$ cat src/rtl/mp_rx_pkg.sv
// Package: types shared by the serial receiver blocks.
// Assumes: nothing beyond the standard language.
package mp_rx_pkg;

    // Receive state machine states
    typedef enum logic [2:0] {
        S_IDLE,
        S_START,
        S_BITS,
        S_STOP,
        S_HOLD
    } rx_state_e;

    // Per-character status; the packed order fixes the bit positions in a queue word
    typedef struct packed {
        logic brk;
        logic ovr;
        logic fe;
        logic pe;
    } rx_stat_t;

    localparam int STAT_W   = 4;
    localparam int OVR_POS  = 2;   // position of ovr inside rx_stat_t

endpackage

$ cat src/rtl/mp_rx_shifter.sv
// Module: frame assembler. It finds the start bit, samples the data bits,
// the optional multiprocessor and parity bits and the stop bit at their
// centres, and then emits a one-cycle done pulse with the decoded status.
// Assumes: rx_s is already synchronised. tick pulses OVS times per bit.
// Configuration inputs are held steady while a frame is in flight.
module mp_rx_shifter
    import mp_rx_pkg::*;
#(
    parameter int DATA_BITS = 8,
    parameter int OVS       = 16
) (
    input  logic                 clk,
    input  logic                 rst_n,
    input  logic                 tick,
    input  logic                 rx_en,
    input  logic                 mp_fmt,
    input  logic                 par_en,
    input  logic                 par_odd,
    input  logic                 rx_s,
    output logic                 done,
    output logic [DATA_BITS-1:0] data,
    output logic                 mpb,
    output rx_stat_t             stat
);
    localparam int TW   = $clog2(OVS);
    localparam int NMAX = DATA_BITS + 2;
    localparam int IW   = $clog2(NMAX + 1);
    localparam logic [TW-1:0] HALF = TW'(OVS / 2 - 1);
    localparam logic [TW-1:0] LAST = TW'(OVS - 1);

    rx_state_e            st;
    logic [TW-1:0]        tcnt;
    logic [IW-1:0]        idx;
    logic [NMAX-1:0]      bits;
    logic [IW-1:0]        nbits;
    logic [DATA_BITS-1:0] d_c;
    logic                 m_c, p_c, pe_c, brk_c;

    // Number of bits after the start bit and before the stop bit
    assign nbits = IW'(DATA_BITS) + IW'(mp_fmt) + IW'(par_en);

    // Decode the collected bits; these are used when the stop bit is sampled
    always_comb begin
        d_c   = bits[DATA_BITS-1:0];
        m_c   = mp_fmt ? bits[DATA_BITS] : 1'b0;
        p_c   = par_en ? (mp_fmt ? bits[DATA_BITS+1] : bits[DATA_BITS]) : 1'b0;
        pe_c  = par_en && ((^d_c ^ p_c) != par_odd);
        brk_c = (d_c == '0) && !m_c && !p_c && !rx_s;
    end

    // Frame sequencing, bit capture and result register
    always_ff @(posedge clk) begin
        if (!rst_n) begin
            st   <= S_IDLE;
            tcnt <= '0;
            idx  <= '0;
            bits <= '0;
            done <= 1'b0;
            data <= '0;
            mpb  <= 1'b0;
            stat <= '0;
        end else begin
            done <= 1'b0;
            if (!rx_en) begin
                st   <= S_IDLE;
                tcnt <= '0;
                idx  <= '0;
            end else if (tick) begin
                case (st)
                    S_IDLE: begin
                        if (!rx_s) begin
                            st   <= S_START;
                            tcnt <= '0;
                        end
                    end
                    S_START: begin
                        if (tcnt == HALF) begin
                            tcnt <= '0;
                            if (!rx_s) begin
                                st   <= S_BITS;
                                bits <= '0;
                                idx  <= '0;
                            end else begin
                                st <= S_IDLE;
                            end
                        end else begin
                            tcnt <= tcnt + 1'b1;
                        end
                    end
                    S_BITS: begin
                        if (tcnt == LAST) begin
                            tcnt      <= '0;
                            bits[idx] <= rx_s;
                            if (idx == nbits - IW'(1)) st <= S_STOP;
                            else                       idx <= idx + 1'b1;
                        end else begin
                            tcnt <= tcnt + 1'b1;
                        end
                    end
                    S_STOP: begin
                        if (tcnt == LAST) begin
                            tcnt     <= '0;
                            done     <= 1'b1;
                            data     <= d_c;
                            mpb      <= m_c;
                            stat.brk <= brk_c;
                            stat.ovr <= 1'b0;
                            stat.fe  <= !rx_s;
                            stat.pe  <= pe_c;
                            st       <= rx_s ? S_IDLE : S_HOLD;
                        end else begin
                            tcnt <= tcnt + 1'b1;
                        end
                    end
                    S_HOLD: begin
                        if (rx_s) st <= S_IDLE;
                    end
                    default: st <= S_IDLE;
                endcase
            end
        end
    end
endmodule

$ cat src/rtl/mp_rx_fifo.sv
// Module: small circular queue of W-bit words. It can set a marker bit in the
// most recently written word. Pushing and popping in the same cycle is allowed.
// Assumes: the caller never pushes when the queue is full unless it also
// pops in that cycle, and never marks an empty queue.
module mp_rx_fifo #(
    parameter int W        = 13,
    parameter int DEPTH    = 4,
    parameter int MARK_BIT = 11
) (
    input  logic                         clk,
    input  logic                         rst_n,
    input  logic                         push,
    input  logic [W-1:0]                 din,
    input  logic                         mark,
    input  logic                         pop,
    output logic [W-1:0]                 head,
    output logic [$clog2(DEPTH+1)-1:0]   count
);
    localparam int PW = (DEPTH > 1) ? $clog2(DEPTH) : 1;
    localparam int CW = $clog2(DEPTH + 1);
    localparam logic [PW-1:0] PMAX = PW'(DEPTH - 1);

    logic [W-1:0]  mem [DEPTH];
    logic [PW-1:0] wr_ptr, rd_ptr, newest;

    // Slot written last, for the overrun marker
    assign newest = (wr_ptr == '0) ? PMAX : wr_ptr - 1'b1;
    assign head   = mem[rd_ptr];

    // Storage, pointers and occupancy
    always_ff @(posedge clk) begin
        if (!rst_n) begin
            wr_ptr <= '0;
            rd_ptr <= '0;
            count  <= '0;
            for (int i = 0; i < DEPTH; i++) mem[i] <= '0;
        end else begin
            if (push) begin
                mem[wr_ptr] <= din;
                wr_ptr      <= (wr_ptr == PMAX) ? '0 : wr_ptr + 1'b1;
            end
            if (mark) mem[newest][MARK_BIT] <= 1'b1;
            if (pop)  rd_ptr <= (rd_ptr == PMAX) ? '0 : rd_ptr + 1'b1;
            case ({push, pop})
                2'b10:   count <= count + CW'(1);
                2'b01:   count <= count - CW'(1);
                default: count <= count;
            endcase
        end
    end
endmodule

$ cat src/rtl/mp_uart_rx.sv
// Module: top of the multiprocessor serial receiver. It synchronises the line,
// assembles frames, applies the wake-up filter and queues each character with
// its own status.
// Assumes: baud_tick pulses OVS times per bit, and configuration inputs
// change only while the line is idle.
module mp_uart_rx
    import mp_rx_pkg::*;
#(
    parameter int DATA_BITS  = 8,
    parameter int FIFO_DEPTH = 4,
    parameter int OVS        = 16
) (
    input  logic                 clk,
    input  logic                 rst_n,
    input  logic                 baud_tick,
    input  logic                 rx_en,
    input  logic                 mp_fmt,
    input  logic                 wake_en,
    input  logic                 par_en,
    input  logic                 par_odd,
    input  logic                 rxd,
    input  logic                 rd,
    output logic                 rdy,
    output logic [DATA_BITS-1:0] rd_data,
    output logic                 rd_mpb,
    output logic                 rd_pe,
    output logic                 rd_fe,
    output logic                 rd_ovr,
    output logic                 rd_brk
);
    localparam int EW       = STAT_W + 1 + DATA_BITS;
    localparam int CW       = $clog2(FIFO_DEPTH + 1);
    localparam int MARK_BIT = DATA_BITS + 1 + OVR_POS;

    logic [1:0]           rx_sync;
    logic                 rx_s;
    logic                 fr_done, fr_mpb;
    logic [DATA_BITS-1:0] fr_data;
    rx_stat_t             fr_stat, hd_stat;
    logic                 accept, full, pop, push, mark;
    logic [EW-1:0]        head;
    logic [CW-1:0]        fifo_count;

    // Two-stage synchroniser for the asynchronous line; idles high
    always_ff @(posedge clk) begin
        if (!rst_n) rx_sync <= 2'b11;
        else        rx_sync <= {rx_sync[0], rxd};
    end
    assign rx_s = rx_sync[1];

    mp_rx_shifter #(.DATA_BITS(DATA_BITS), .OVS(OVS)) u_shift (
        .clk(clk), .rst_n(rst_n), .tick(baud_tick), .rx_en(rx_en),
        .mp_fmt(mp_fmt), .par_en(par_en), .par_odd(par_odd), .rx_s(rx_s),
        .done(fr_done), .data(fr_data), .mpb(fr_mpb), .stat(fr_stat)
    );

    // Wake-up filter and queue admission
    always_comb begin
        accept = fr_done && !(mp_fmt && wake_en && !fr_mpb);
        full   = (fifo_count == CW'(FIFO_DEPTH));
        pop    = rd && (fifo_count != '0);
        push   = accept && (!full || pop);
        mark   = accept && full && !pop;
    end

    mp_rx_fifo #(.W(EW), .DEPTH(FIFO_DEPTH), .MARK_BIT(MARK_BIT)) u_fifo (
        .clk(clk), .rst_n(rst_n), .push(push),
        .din({fr_stat, fr_mpb, fr_data}), .mark(mark), .pop(pop),
        .head(head), .count(fifo_count)
    );

    // Present the head entry
    assign hd_stat = rx_stat_t'(head[EW-1 -: STAT_W]);
    assign rd_data = head[DATA_BITS-1:0];
    assign rd_mpb  = head[DATA_BITS];
    assign rd_pe   = hd_stat.pe;
    assign rd_fe   = hd_stat.fe;
    assign rd_ovr  = hd_stat.ovr;
    assign rd_brk  = hd_stat.brk;
    assign rdy     = (fifo_count != '0);
endmodule

$ cat config.mk
export PLATFORM = sky130hd
export DESIGN_NAME = mp_uart_rx
export DESIGN_NICKNAME = d
export VERILOG_FILES = /design/src/rtl/mp_rx_pkg.sv /design/src/rtl/mp_rx_shifter.sv /design/src/rtl/mp_rx_fifo.sv /design/src/rtl/mp_uart_rx.sv
export SDC_FILE = /design/constraint.sdc
export NUM_CORES = 1
export LEC_CHECK = 0
export BUFFER_PORTS_ARGS = -buffer_cell sky130_fd_sc_hd__buf_2
export CAP_MARGIN = 40
export CORE_MARGIN = 4
export CORE_UTILIZATION = 49
export CTS_BUF_LIST = sky130_fd_sc_hd__clkbuf_8
export DETAILED_ROUTE_END_ITERATION = 16
export PLACE_DENSITY_LB_ADDON = 0.12
export SETUP_SLACK_MARGIN = 0.15
export SKIP_CTS_REPAIR_TIMING = 1
export SLEW_MARGIN = 0
export SYNTH_ARGS = -nofsm -noshare
export SYNTH_HDL_FRONTEND = slang
export SYNTH_SLANG_ARGS = --single-unit
$ cat constraint.sdc
create_clock -name clk -period 7.6 [get_ports clk]
set_input_delay 0.76 -clock clk [delete_from_list [all_inputs] [get_ports clk]]
set_output_delay 0.76 -clock clk [all_outputs]
set_load 0.005 [all_outputs]
==> results of run 1 <==
## flip-flops by register name (all words and copies together), names as in the netlist, 2 cells and up, named ones only
name           cells
u_fifo.mem        52
u_shift.bits      10
u_shift.data       8
u_shift.idx        4
u_shift.tcnt       4
u_fifo.count       3
u_shift.st         3
u_shift.stat       3
rx_sync            2
u_fifo.rd_ptr      2
u_fifo.wr_ptr      2
## power by group
group | switching (mW) | internal, mW | total [mW]
clock | 0.194 | 0.125 | 0.319
combinational | 0.0197 | 0.0137 | 0.0333
sequential | 0.00471 | 0.564 | 0.569
total | 0.218 | 0.703 | 0.921
## area by class of cell
class	instances	area [sq um]
Clock buffer	9	123.9
Inverter	34	127.6
Timing Repair Buffer	31	182.7
Sequential cell	97	2462
Fill cell	874	4179
Multi-Input combinational cell	291	1983
Clock inverter	7	63.81
Tap cell	129	161.4
## layer usage
layer / wire (microns) / vias to the layer above / global-route usage [%]
met5: 0 / - / 0
met1: 4115 / 1521 / 20.51
met2: 4604 / 47 / 30.01
met4: 129 / 0 / 6.938
li1: - / 1605 / -
met3: 229 / 11 / 2.550
## how the worst max path moves through the flow
stage,from,endpoint,slack (ns),cells past startpoint
floorplan,rd,u_fifo.mem[2][0],4.64,4
CTS,rst_n,u_fifo.mem[1][10],4.83,6
global placement,rst_n,u_fifo.mem[1][3],4.52,6
finish,rst_n,u_fifo.mem[1][10],4.83,6
global route,rst_n,u_fifo.mem[1][6],4.63,6
detailed placement,rst_n,u_fifo.mem[1][9],4.46,6
## synthesized netlist by cell type, types with 4 or more instances
master / number / area share (%)
nand4_1: 6 / 0.80
clkbuf_1: 8 / 0.64
xor2_1: 4 / 0.74
a21oi_1: 23 / 2.4
edfxtp_1: 52 / 33
o21ai_1: 6 / 0.64
nand2b_1: 6 / 0.80
nor2_1: 66 / 5.3
o21ai_0: 14 / 1.5
a31oi_1: 4 / 0.53
o211ai_1: 4 / 0.64
ha_1: 14 / 3.7
inv_1: 34 / 2.7
mux4_2: 13 / 6.2
buf_2: 4 / 0.42
mux2i_1: 12 / 2.5
nand2_1: 42 / 3.3
dfxtp_1: 45 / 19
nand3_1: 12 / 1.3
nor3_1: 8 / 0.85
xnor2_1: 6 / 1.1
nor2b_1: 5 / 0.66
## worst max-delay path, cell delays in order
cell and delay, ns:
buf_2 0.43, inv_1 0.48, nor2_1 0.28, nand2_1 0.36, o21ai_0 0.28, buf_4 0.24
## through the flow
| step | hold slack, ns | cells |
|---|---|---|
| detailed placement | 0.4006 | 582 |
| finish | 0.4249 | 598 |
| global placement | 0.3952 | 581 |
| CTS | 0.4286 | 598 |
| global route | 0.4320 | 598 |
| floorplan | 0.3863 | 442 |
## cell families after synthesis
logic type / Yosys count / synth area share, %
mux: 26 / 9.004
flops: 97 / 52.27
fa+ha+maj: 15 / 4.143
buf+inv: 54 / 5.631
xor+xnor: 10 / 1.859
compound gates: 70 / 9.137
simple gates: 170 / 17.96
==> flow_summary.yaml, run 1 <==
timing:
  relSlewSlack_pct: 51.61
  skew_ns: 0.01089
  finalCritPeriodShare_pct: 36.41
  setup_tns_ns: 0
  timing.final.ws_setup_ns: 4.833
  final_hold_viol_count: 0
  setup_viol: 0
  drv_slew: 0
  layout_min_cycle_time_ns: 2.767
  fmax_mhz: 361.4
  rsz0062_at_grt: "no"
  worstMarginPinSlew_ns: 0.7235
critical_path:
  critical_path_class: "input port to flop"
  critPathCaptureType: "flop"
  startpoint_type: "input port"
  reg2regPathDepth: 8
  crit_required_ns: 7.67
  r2r-start: "u_fifo.count[0]"
  r2r_slack_ns: 5.09
  r2r-end: "u_fifo.count[2]"
  cp_data_arrival_time_ns: 2.84
  cp_max_fo: 30
die:
  io_pins: 24
  die_x_microns: 106.1
  die_h_microns: 106.1
  core_sq_um: 9284
  fp-row-count: 35
  initial_core_util_pct: 50.74
  dieArea_sq_um: 11250
cts:
  cts_buffer_depth: 2
  numCtsBuffers: 9
  cts_tree: "done"
  htreeDepth: 3
  cts.clk_slew.worst_paths_ns: 0.10
  clock_latency_ns: 0.36
  cts_root_buf: "clkbuf_8"
  clock-sinks: 97
finish:
  layout.nets: 489
  fin_util_pct: 54.99
  final_common_cell: "nor2_1"
  diodes: 0
  finish.instance_area_sq_um: 5105
  layout_common_cells: "nor2_1, edfxtp_1, dfxtp_1, nand2_1, inv_1"
  drive_gt1_share_pct: 15.14
  area_growth_pct: 8.367
grt:
  grt_pass1_vias: 3069
  grt_pass1_wl_microns: 14990
  grt.overflow.total: 0
  grt_max_degree: 31
  antenna_found_initial: 0
  gr-usage-all-layers_pct: 16.90
synthesis:
  synth_area_per_cell_sq_um: 10.66
  netlist_area_sq_um: 4711
  syn_inst: 442
  synth.yosys.seq_area_share_pct: 52.27
  ys_warn_count: 0
  synth_edf_count: 52
  ys_seq_elements: 97
  synth_nets: 467
  ys_types: 59
  ys_async_sr_fraction_pct: 0
  synth_ff_type: "edfxtp_1"
placement:
  dp_slack_ns: 4.459
  dpl.hpwl_microns: 6392
  portBuffers: 23
  place.gp.congestion: 0.8091
  placed_cell_area_sq_um: 4917
power:
  peakVddDrop_mv: 0.07751
  power.leakage_nw: 1.785
  finalPower_mw: 0.9215
  powerDensity_nw_per_um2: 180.5
route:
  drt_iter0_drc: 110
  vias_per_cell: 5.324
  antenna_left: 0
  vias: 3184
  drt_wl_total_microns: 9078
  dr.pass1.iters: 5
  drc_errors: 0
  wl_per_cell_microns: 15.18
hold_path:
  min_to: "rx_sync[1]"
  hold_path_depth: 1
  min_path_type: "flop to flop"
  hold_start: "rx_sync[0]"
flow_run:
  drv_cap: 0
run_status:
  status: "finished, final reports clean"
Power figures use the tool's default switching activity.
==> run 2: changes to the inputs <==
==> constraint.sdc (replaced) <==
create_clock -name clk -period 2.6 [get_ports clk]
set_input_delay 0.26 -clock clk [delete_from_list [all_inputs] [get_ports clk]]
set_output_delay 0.26 -clock clk [all_outputs]
set_load 0.005 [all_outputs]
==> run 2 against run 1 <==
  * Clock power increased to 3.0 times the previous value
  * Flip-flop and latch count did not move
  * First-iteration DRC count is 3.6% lower
  * Worst setup slack got worse by 4.6 ns
  * Sequential power grew to 2.9 times the previous value
  * Design area rose by 1.1%
  * Sequential share of layout area fell by 0.53 points
  * Final cell count increased by 1.0%
  * Non-clock buffer count rose by 6
  * Global-route usage is essentially flat
==> flow_summary.yaml, run 2 (synthesized netlist as in run 1, its figures left out) <==
cts:
  cts_root_buf: "clkbuf_8"
  cts_buffer_depth: 2
  htreeDepth: 3
  clock-sinks: 97
  numCtsBuffers: 9
  clock_latency_ns: 0.36
  cts.clk_slew.worst_paths_ns: 0.10
  cts_tree: "done"
grt:
  antenna_found_initial: 0
  grt_pass1_wl_microns: 15170
  grt_pass1_vias: 3023
  grt.overflow.total: 0
  grt_max_degree: 30
  gr-usage-all-layers_pct: 16.89
timing:
  worstMarginPinSlew_ns: 0.6252
  relSlewSlack_pct: 58.26
  fmax_mhz: 423.4
  skew_ns: 0.009367
  whs_ns: 0.07805
  timing.final.ws_setup_ns: 0.2383
  drv_slew: 0
  final_hold_viol_count: 0
  rsz0062_at_grt: "no"
  layout_min_cycle_time_ns: 2.362
  setup_viol: 0
  setup_tns_ns: 0
  finalCritPeriodShare_pct: 90.84
placement:
  dp_slack_ns: 0.1448
  dpl.hpwl_microns: 6182
  place.gp.congestion: 0.8079
  placed_cell_area_sq_um: 4955
  portBuffers: 23
die:
  die_x_microns: 106.1
  die_h_microns: 106.1
  fp-row-count: 35
  io_pins: 24
  core_sq_um: 9284
  dieArea_sq_um: 11250
  initial_core_util_pct: 50.74
route:
  drc_errors: 0
  vias_per_cell: 5.225
  antenna_left: 0
  drt_wl_total_microns: 8814
  routed.top_layer: "met4"
  dr.pass1.iters: 4
  vias: 3156
  met3_length_microns: 205
  wl_met2_microns: 4475
  drt_iter0_drc: 106
  met1_length_microns: 4013
  wl_per_cell_microns: 14.59
power:
  switchingPower_mw: 0.6319
  swShare_pct: 23.22
  p_int_mw: 2.090
  pwr-share-clk_pct: 35.2
  power.leakage_nw: 1.837
  combinationalPowerShare_pct: 3.7
  powerDensity_nw_per_um2: 527.4
  peakVddDrop_mv: 0.2459
  power_frac_seq_pct: 61.0
critical_path:
  slowest_stage: "or4b_4"
  r2r-end: "u_fifo.count[2]"
  crit_chain: "or4b_4 > nand2b_4 > ha_1 > inv_1 > fa_1 > xor2_1 > or3_1 > a21oi_1"
  crit_required_ns: 2.90
  critPathCaptureType: "flop"
  r2r_slack_ns: 0.24
  reg2regPathDepth: 8
  cp_data_arrival_time_ns: 2.66
  cp_max_fo: 5
  critical_path_class: "flop to flop"
  r2r-start: "u_fifo.count[0]"
  worst_path_largest_cell_delay_ns: 0.60
  startpoint_type: "flop"
finish:
  n_fill_cell: 828
  multi_input_area_sq_um: 1994
  drive_gt1_share_pct: 16.63
  layout.nets: 495
  regArea_sq_um: 2462
  largest_register_ff_count: 52
  finish.instance_area_sq_um: 5161
  max_flop_register: "u_fifo.mem"
  layout_common_cells: "nor2_1, edfxtp_1, dfxtp_1, nand2_1, inv_1"
  final_common_cell: "nor2_1"
  reg_top3: "u_fifo.mem (52), u_shift.bits (10), u_shift.data (8)"
  diodes: 0
  area_growth_pct: 9.562
hold_path:
  hold_path_depth: 2
  min_path_type: "input port to flop"
  hold_start: "rxd"
  min_to: "rx_sync[0]"
run_status:
  status: "finished, final reports clean"
flow_run:
  drv_cap: 0
[run 2: cell count changes in the layout (fill, tap and decap cells not counted), sizes merged]
cell | previous run | this run
clkinv | 3 | 2
clkinvlp | 2 | 0
clkbuf | 9 | 10
buf | 31 | 37
inv | 36 | 38
[run 2: cell type report]
class	instances	area share, %
inverters	34	2.473
clock buffers	10	2.667
clock inverters	6	1.115
flip-flops and latches	97	47.71
multi-input cells	291	38.64
repair buffers	37	4.267
well taps	129	3.127
[run 2: power groups by stage]
stage          clock [mW]  sequential, mW  combinational, mW
6_report            0.959            1.66              0.101
5_1_grt              1.06            1.67              0.112
4_1_cts             0.997            1.66              0.103
3_5_place_dp            0            1.70              0.103
3_3_place_gp            0            1.70              0.102
2_1_floorplan           0            1.69             0.0632
[run 2: critical path: cells and delay by family, from the launching register on]
kind,cells,cell delay (ns)
AND/OR/NAND/NOR,3,1.01
AO/OA/AOI/OAI,1,0.15
adder cells (fa/ha/maj),2,0.55
flip-flops,1,0.39
buffers and inverters,1,0.06
XOR/XNOR,1,0.15
[run 2: routing by layer]
| metal | global-route usage, % | vias to the layer above |
|---|---|---|
| met5 | 0 | - |
| met3 | 2.550 | 12 |
| li1 | - | 1614 |
| met2 | 29.23 | 39 |
| met4 | 5.458 | 0 |
| met1 | 21.78 | 1491 |
[run 2: per-stage QoR]
step / instances / utilization, % / power, mW
after detailed placement: 588 / 53.37 / 1.800
after floorplan: 442 / - / 1.756
final: 604 / 55.59 / 2.722
after global routing: 604 / 55.59 / 2.838
after global placement: 588 / 53.37 / 1.798
after CTS: 604 / 55.47 / 2.762
[run 2: worst max-delay path by stage]
stage / start / end / cells after the start
finish: u_fifo.count[0] / u_fifo.count[2] / 8
global route: u_fifo.count[0] / u_fifo.count[2] / 8
CTS: u_fifo.count[0] / u_fifo.count[2] / 8
detailed placement: u_fifo.count[0] / u_fifo.count[2] / 8
global placement: u_fifo.count[0] / u_fifo.count[2] / 8
floorplan: u_fifo.count[0] / u_fifo.count[2] / 8
